==> config.mk <==
export PLATFORM = sky130hd
export DESIGN_NAME = intack_vector_seq
export DESIGN_NICKNAME = d
export VERILOG_FILES = /design/src/rtl/iav_pkg.sv /design/src/rtl/iav_strobe_edge.sv /design/src/rtl/iav_phase_ctl.sv /design/src/rtl/iav_byte_gen.sv /design/src/rtl/intack_vector_seq.sv
export SDC_FILE = /design/constraint.sdc
export NUM_CORES = 1
export LEC_CHECK = 0
export CAP_MARGIN = 30
export CORE_MARGIN = 4
export CORE_UTILIZATION = 39
export CTS_BUF_LIST = sky130_fd_sc_hd__clkbuf_4 sky130_fd_sc_hd__clkbuf_8 sky130_fd_sc_hd__clkbuf_16
export DETAILED_ROUTE_END_ITERATION = 10
export GPL_TIMING_DRIVEN = 0
export PLACE_DENSITY = 0.71
export SYNTH_ARGS = -nofsm -noshare
export SYNTH_HDL_FRONTEND = slang
export SYNTH_SLANG_ARGS = --single-unit
==> constraint.sdc <==
create_clock -name clk -period 4.3 [get_ports clk]
set_clock_uncertainty 0.15 [all_clocks]
set_input_delay 0.645 -clock clk [delete_from_list [all_inputs] [get_ports clk]]
set_output_delay 0.645 -clock clk [all_outputs]
set_load 0.05 [all_outputs]
==> src/rtl/iav_pkg.sv <==
package iav_pkg;
  localparam int unsigned BYTE_W  = 8;
  localparam int unsigned LEVEL_W = 3;
  localparam int unsigned IDX_W   = 2;
  localparam logic [LEVEL_W-1:0] SPURIOUS_LEVEL = '1;

  typedef struct packed {
    logic               call_mode;
    logic               auto_eoi;
    logic               spurious;
    logic [LEVEL_W-1:0] level;
  } seq_ctx_t;
endpackage

==> src/rtl/iav_strobe_edge.sv <==
module iav_strobe_edge (
  input  logic clk,
  input  logic rst_n,
  input  logic strobe_n,
  output logic lead,
  output logic trail
);
  logic strobe_d;

  always_ff @(posedge clk) begin
    if (!rst_n) strobe_d <= 1'b1;
    else        strobe_d <= strobe_n;
  end

  assign lead  = strobe_d & ~strobe_n;
  assign trail = ~strobe_d & strobe_n;
endmodule

==> src/rtl/iav_phase_ctl.sv <==
module iav_phase_ctl
  import iav_pkg::*;
(
  input  logic               clk,
  input  logic               rst_n,
  input  logic               lead,
  input  logic               trail,
  input  logic               call_mode,
  input  logic               auto_eoi,
  input  logic               req_valid,
  input  logic [LEVEL_W-1:0] req_level,
  output logic [IDX_W-1:0]   idx,
  output logic               eff_mode,
  output seq_ctx_t           ctx,
  output logic               isr_set,
  output logic               irr_clr,
  output logic               aeoi_stb
);
  logic [IDX_W-1:0] last_idx;
  logic             first;

  assign first    = (idx == '0);
  assign eff_mode = first ? call_mode : ctx.call_mode;
  assign last_idx = ctx.call_mode ? IDX_W'(2) : IDX_W'(1);

  always_ff @(posedge clk) begin
    if (!rst_n) begin
      idx      <= '0;
      ctx      <= '0;
      isr_set  <= 1'b0;
      irr_clr  <= 1'b0;
      aeoi_stb <= 1'b0;
    end else begin
      isr_set  <= 1'b0;
      irr_clr  <= 1'b0;
      aeoi_stb <= 1'b0;
      if (lead && first) begin
        ctx.call_mode <= call_mode;
        ctx.auto_eoi  <= auto_eoi;
        ctx.spurious  <= ~req_valid;
        ctx.level     <= req_valid ? req_level : SPURIOUS_LEVEL;
        isr_set       <= req_valid;
        irr_clr       <= req_valid;
      end
      if (trail) begin
        if (idx == last_idx) begin
          idx      <= '0;
          aeoi_stb <= ctx.auto_eoi & ~ctx.spurious;
        end else begin
          idx <= idx + IDX_W'(1);
        end
      end
    end
  end
endmodule

==> src/rtl/iav_byte_gen.sv <==
module iav_byte_gen
  import iav_pkg::*;
#(
  parameter logic [BYTE_W-1:0] CALL_OPCODE = 8'hCD
) (
  input  logic [IDX_W-1:0]   idx,
  input  logic               mode_call,
  input  logic               spacing4,
  input  logic [2:0]         vec_lo_top,
  input  logic [BYTE_W-1:0]  vec_hi,
  input  logic [LEVEL_W-1:0] level,
  output logic [BYTE_W-1:0]  byte_out,
  output logic               want_drive
);
  localparam int unsigned TYPE_BASE_W = BYTE_W - LEVEL_W;

  logic [BYTE_W-1:0] lo_byte;
  logic [BYTE_W-1:0] type_byte;

  assign lo_byte   = spacing4 ? {vec_lo_top, level, 2'b00}
                              : {vec_lo_top[2:1], level, 3'b000};
  assign type_byte = {vec_hi[BYTE_W-1 -: TYPE_BASE_W], level};

  always_comb begin
    byte_out   = '0;
    want_drive = 1'b0;
    if (mode_call) begin
      want_drive = 1'b1;
      case (idx)
        2'd0:    byte_out = CALL_OPCODE;
        2'd1:    byte_out = lo_byte;
        default: byte_out = vec_hi;
      endcase
    end else if (idx == 2'd1) begin
      want_drive = 1'b1;
      byte_out   = type_byte;
    end
  end
endmodule

==> src/rtl/intack_vector_seq.sv <==
module intack_vector_seq
  import iav_pkg::*;
#(
  parameter logic [7:0] CALL_OPCODE = 8'hCD
) (
  input  logic       clk,
  input  logic       rst_n,
  input  logic       ack_n,
  input  logic       req_valid,
  input  logic [2:0] req_level,
  input  logic [7:0] vec_hi,
  input  logic [2:0] vec_lo_top,
  input  logic       call_mode,
  input  logic       spacing4,
  input  logic       auto_eoi,
  input  logic       buffered,
  output logic [7:0] bus_data,
  output logic       bus_drive,
  output logic       buf_en,
  output logic       isr_set,
  output logic       irr_clr,
  output logic       aeoi_stb,
  output logic [2:0] act_level
);
  logic             lead, trail;
  logic [IDX_W-1:0] idx;
  logic             eff_mode;
  seq_ctx_t         ctx;
  logic [7:0]       next_byte;
  logic             want_drive;

  iav_strobe_edge u_edge (
    .clk(clk), .rst_n(rst_n), .strobe_n(ack_n), .lead(lead), .trail(trail)
  );

  iav_phase_ctl u_phase (
    .clk(clk), .rst_n(rst_n), .lead(lead), .trail(trail),
    .call_mode(call_mode), .auto_eoi(auto_eoi),
    .req_valid(req_valid), .req_level(req_level),
    .idx(idx), .eff_mode(eff_mode), .ctx(ctx),
    .isr_set(isr_set), .irr_clr(irr_clr), .aeoi_stb(aeoi_stb)
  );

  iav_byte_gen #(.CALL_OPCODE(CALL_OPCODE)) u_byte (
    .idx(idx), .mode_call(eff_mode), .spacing4(spacing4),
    .vec_lo_top(vec_lo_top), .vec_hi(vec_hi), .level(ctx.level),
    .byte_out(next_byte), .want_drive(want_drive)
  );

  always_ff @(posedge clk) begin
    if (!rst_n) begin
      bus_drive <= 1'b0;
      bus_data  <= '0;
      buf_en    <= 1'b0;
    end else if (lead) begin
      bus_drive <= want_drive;
      bus_data  <= want_drive ? next_byte : 8'h00;
      buf_en    <= want_drive & buffered;
    end else if (trail) begin
      bus_drive <= 1'b0;
      bus_data  <= '0;
      buf_en    <= 1'b0;
    end
  end

  assign act_level = ctx.level;
endmodule

Yosys cells after proc, flatten, opt, wreduce, memory -nomap -nowiden

Index checks and enable logic that the tools add are counted.

Add/sub/neg operators: 1
Equality and inequality tests: 2
Multiplexer cells: 16
Bitwise operators: 8
Reductions and logical operators: 5

Operators with widths:

| operator            | number |
|---|---|
| $mux 8              | 5 |
| $pmux 8 s2          | 1 |
| $mux 1              | 6 |
| $mux 6              | 1 |
| $and 1x1->1         | 4 |
| $mux 2              | 2 |
| $not 1->1           | 4 |
| $mux 3              | 1 |
| $reduce_and 3->1    | 1 |
| $add 2x1->2 const B | 1 |
| $eq 2x1->1 const B  | 1 |
| $eq 2x2->1          | 1 |
| $logic_not 2->1     | 1 |
| $reduce_and 2->1    | 1 |
| $reduce_bool 2->1   | 1 |
| $logic_and 1x1->1   | 1 |

Bits in registers: 21
Bits of input ports: 22
Output and inout port bits: 16
Logic and storage cells: 43

Depth between registers and ports, before layout

Depth after elaboration: 5
Mapped depth: 6
Depth with buffers taken out: 6

By module

From an unflattened synthesis, not the netlist that was laid out.

Cells, all modules: 127
Area total of the unflattened synthesis: 1171.1 sq um

By module, submodules not included:

| module            | instances | cells an instance | area an instance (sq um) | seq. area each (sq um) |
|---|---|---|---|---|
| intack_vector_seq | 1         | 45                | 465.4                    | 200.2 |
| iav_phase_ctl     | 1         | 45                | 432.9                    | 200.2 |
| iav_byte_gen      | 1         | 33                | 234.0                    | 0.0 |
| iav_strobe_edge   | 1         | 4                 | 38.8                     | 20.0 |

Worst setup path after synthesis

Ideal clock, no wire load.

Path type: in2reg
Start point: input ack_n
End point: register bus_data[3]
Library setup time: 0.087 ns
Arrival: 1.733 ns
Required time: 4.063 ns
Path slack: 2.330 ns
Stages: 6
Path buffers: 0
Cells stage by stage: inv_1 ha_1 or2b_1 a21oi_4 nand2_4 o31ai_1

Longest elaborated chain between the ends: 3
Elaborated cells between the ends (all ways): 5
Those cells by class: mux (1); bitwise (3); reduce/logical (1)

Ends and longest elaborated chain:

| what                                        | RTL line                | source |
|---|---|---|
| start: declaration                          | intack_vector_seq.sv:8  | `input logic ack_n,` |
| $not 1->1                                   | iav_strobe_edge.sv:15   | `assign lead = strobe_d & ~strobe_n;` |
| $and 1x1->1                                 | iav_strobe_edge.sv:15   |  |
| $mux 8 or $reduce_bool 2->1 (tied branches) | --                      |  |
| end signal: assignment                      | intack_vector_seq.sv:57 | `bus_data <= want_drive ? next_byte : 8'h00;` |
| end: declaration                            | intack_vector_seq.sv:17 | `output logic [7:0] bus_data,` |

Several ways; a longest one is shown, not always the timed one.
A chain may end at the register's enable or synchronous reset.

Worst setup path after layout

Start point: register u_phase.ctx[1] (netlist name)
End point: output act_level[1]

RTL lines:

| what             | RTL line                | source |
|---|---|---|
| end: declaration | intack_vector_seq.sv:23 | `output logic [2:0] act_level` |

No word-level cell between the ends.

==> results.cfg <==
[cells_and_area]
layout.nets = 188
drive_above_1_share = 0.101
area_growth_pct = 40.0
postLayoutCellArea_um2 = 1530
layout.cells.non_filler = 189
n_antenna_cell = 0

[cts]
cts_buffers = 3
htreeDepth = 1
post_cts_buffers = 0
cts_tree = built
cts_resized = 0
cts_buffer_depth = 2
cts_hold_buffers = 0
cts-root-buf = clkbuf_4
clk_pin_slew_ns = 0.12
clk_latency_ns = 0.30
clock-sinks = 21

[sta]
tns_ns = 0
worst_hold_slack_ns = 0.284
max_clock_freq_mhz = 412
worstMarginPinSlew_ns = 0.509
finalSetupViolations = 0
period_needed_ns = 2.43
relSlewSlack = 0.659
period_share = 0.565
hold_viol_final = 0
drv_slew = 0
grt_setup_unrepaired = no

[global_routing]
grt_overflow_total = 0
grt_pass1_vias = 934
grtUsageTotal = 0.143
antenna_found_initial = 0
grt_pass1_wl_mm = 4.02
grt_max_degree = 13

[floorplan]
initial_core_util = 0.424
dieArea_um2 = 3700
die_y_um = 60.9
core.rowCount = 18
core_um2 = 2570
pin_count = 38
fp.dieW_um = 60.9

[yosys]
synth_cells = 118
synth_edf_count = 0
synth.net_count = 146
ys_types = 38
yosysMostFrequentCell = dfxtp_1
yosysTopAreaCellShare = 0.386
syn_area_um2 = 1090
seq_area_frac_synth = 0.386
synth_seq_cells = 21
ys_top_cells_by_area = dfxtp_1 (39%), ha_1 (6.9%), mux2i_1 (5.5%), nand2_1 (5.5%), o211a_1 (3.7%)
yosys_warnings = 0
synth-main-ff-cell = dfxtp_1
async_flop_share = 0
yosys.area.top_type = dfxtp_1
avgSynthCellArea_um2 = 9.24
synth_common_cells = dfxtp_1 (21), nand2_1 (16), ha_1 (6), mux2i_1 (6), nor2b_1 (6)

[placed_design]
hpwl_mm = 1.92
io_buffers = 37
gp_congestion = 0.718
dpl.cell_count = 185
postPlaceCellArea_um2 = 1500

[worst_setup_path]
cp-start-kind = flop
worst-path-max-fanout = 5
endpoint_kind = output port
worstSetupPathType = flop to output port
worstPathRequired_ns = 3.50
worst_ep_arrival_time_ns = 1.63

[worst_hold_path]
min_path_type = flop to flop

[power]
swShare = 0.300
switching_power_w = 0.000125
power_frac_clock = 0.231
p_int_w = 0.000291
ir_drop_mv = 0.191
pwr-share-comb = 0.260
p_leak_nw = 0.627
seq_power_share = 0.508
powerDensity_nw_per_um2 = 273

[route]
drt_iter0_drc = 24
wl_per_cell_um = 12.5
ant_nets = 0
firstDrtPassIters = 4
vias = 944
via_per_inst = 4.99
drc_errors = 0
wl_mm = 2.36

[run]
drv_cap = 0

[run_status]
status = finished clean
## cell type report
type,count,area (um2)
fill,245,1040
multi-input combinational,85,608
sequential,21,420
timing repair buffer,37,370
buffer,7,42.5
tap,30,37.5
clock buffer,3,22.5
inverter,5,18.8
clock inverter,1,5.00
## through the flow
stage	util	total power (W)	setup WS, ns
global route	0.594	0.000443	1.79
detailed placement	0.583	0.000324	1.65
floorplan	-	0.000282	2.33
CTS	0.594	0.000421	1.85
finish	0.594	0.000416	1.87
global placement	0.583	0.000323	1.71
## cell usage in the layout (no fill, tap or decap), types with 2 or more instances in the layout
cell type        Yosys  routed
clkdlybuf4s50_1      0      37
dfxtp_1             21      21
nand2_1             16      16
nor2b_1              6       6
mux2i_1              6       6
ha_1                 6       6
inv_1                5       5
nor2_1               5       5
o21ai_0              5       5
o31ai_1              4       4
o211a_1              4       4
buf_4                4       4
and3_1               3       3
a21boi_0             3       3
a21oi_1              3       3
nand3b_1             3       3
clkbuf_4             0       3
and2_1               2       2
## kinds of logic after synthesis
kind of cell | after synthesis | synth area share
compound gates | 26 | 0.176
fa+ha+maj | 6 | 0.0689
buf+inv | 12 | 0.0562
flops | 21 | 0.386
mux | 8 | 0.0861
simple gates | 45 | 0.227
## registers in the layout, summed over array words and instances, names as in the netlist
name,count
buf_en,1
bus_data,8
bus_drive,1
u_edge.strobe_d,1
u_phase.aeoi_stb,1
u_phase.ctx,6
u_phase.idx,2
u_phase.isr_set,1
## power groups by stage
stage / clock [W] / combinational (W) / sequential [W]
2_1_floorplan: 0 / 0.0000566 / 0.000225
3_3_place_gp: 0 / 0.000108 / 0.000215
3_5_place_dp: 0 / 0.000109 / 0.000216
4_1_cts: 0.000101 / 0.000109 / 0.000212
5_1_grt: 0.000113 / 0.000117 / 0.000213
6_report: 0.0000962 / 0.000108 / 0.000211
## worst max-delay path, cell delays in order, from the launching register on
cell,delay [ns]
dfxtp_1,0.42
buf_4,0.13
clkdlybuf4s50_1,0.79
## per-layer routing
metal  vias up  global-route usage  routed length [um]
li1        488                   -                   -
met1       423               0.184                1050
met2        29               0.232                1100
met3         4              0.0340                 183
met4         0              0.0557                  30
met5         -                   0                   0
## final timing paths
kind	slack, ns	from	depth (start not counted)	end
min reg2reg	0.28	u_phase.ctx[3]$_SDFFE_PN0N_	1	u_phase.aeoi_stb$_SDFF_PN0_
max	1.87	u_phase.ctx[1]$_SDFFE_PN0N_	2	act_level[1]
min	0.28	u_phase.ctx[3]$_SDFFE_PN0N_	1	u_phase.aeoi_stb$_SDFF_PN0_
max reg2reg	2.31	u_phase.idx[1]$_SDFFE_PN0N_	6	bus_data[1]$_SDFFE_PN0P_
No activity file was read; power rests on OpenSTA's default activity.
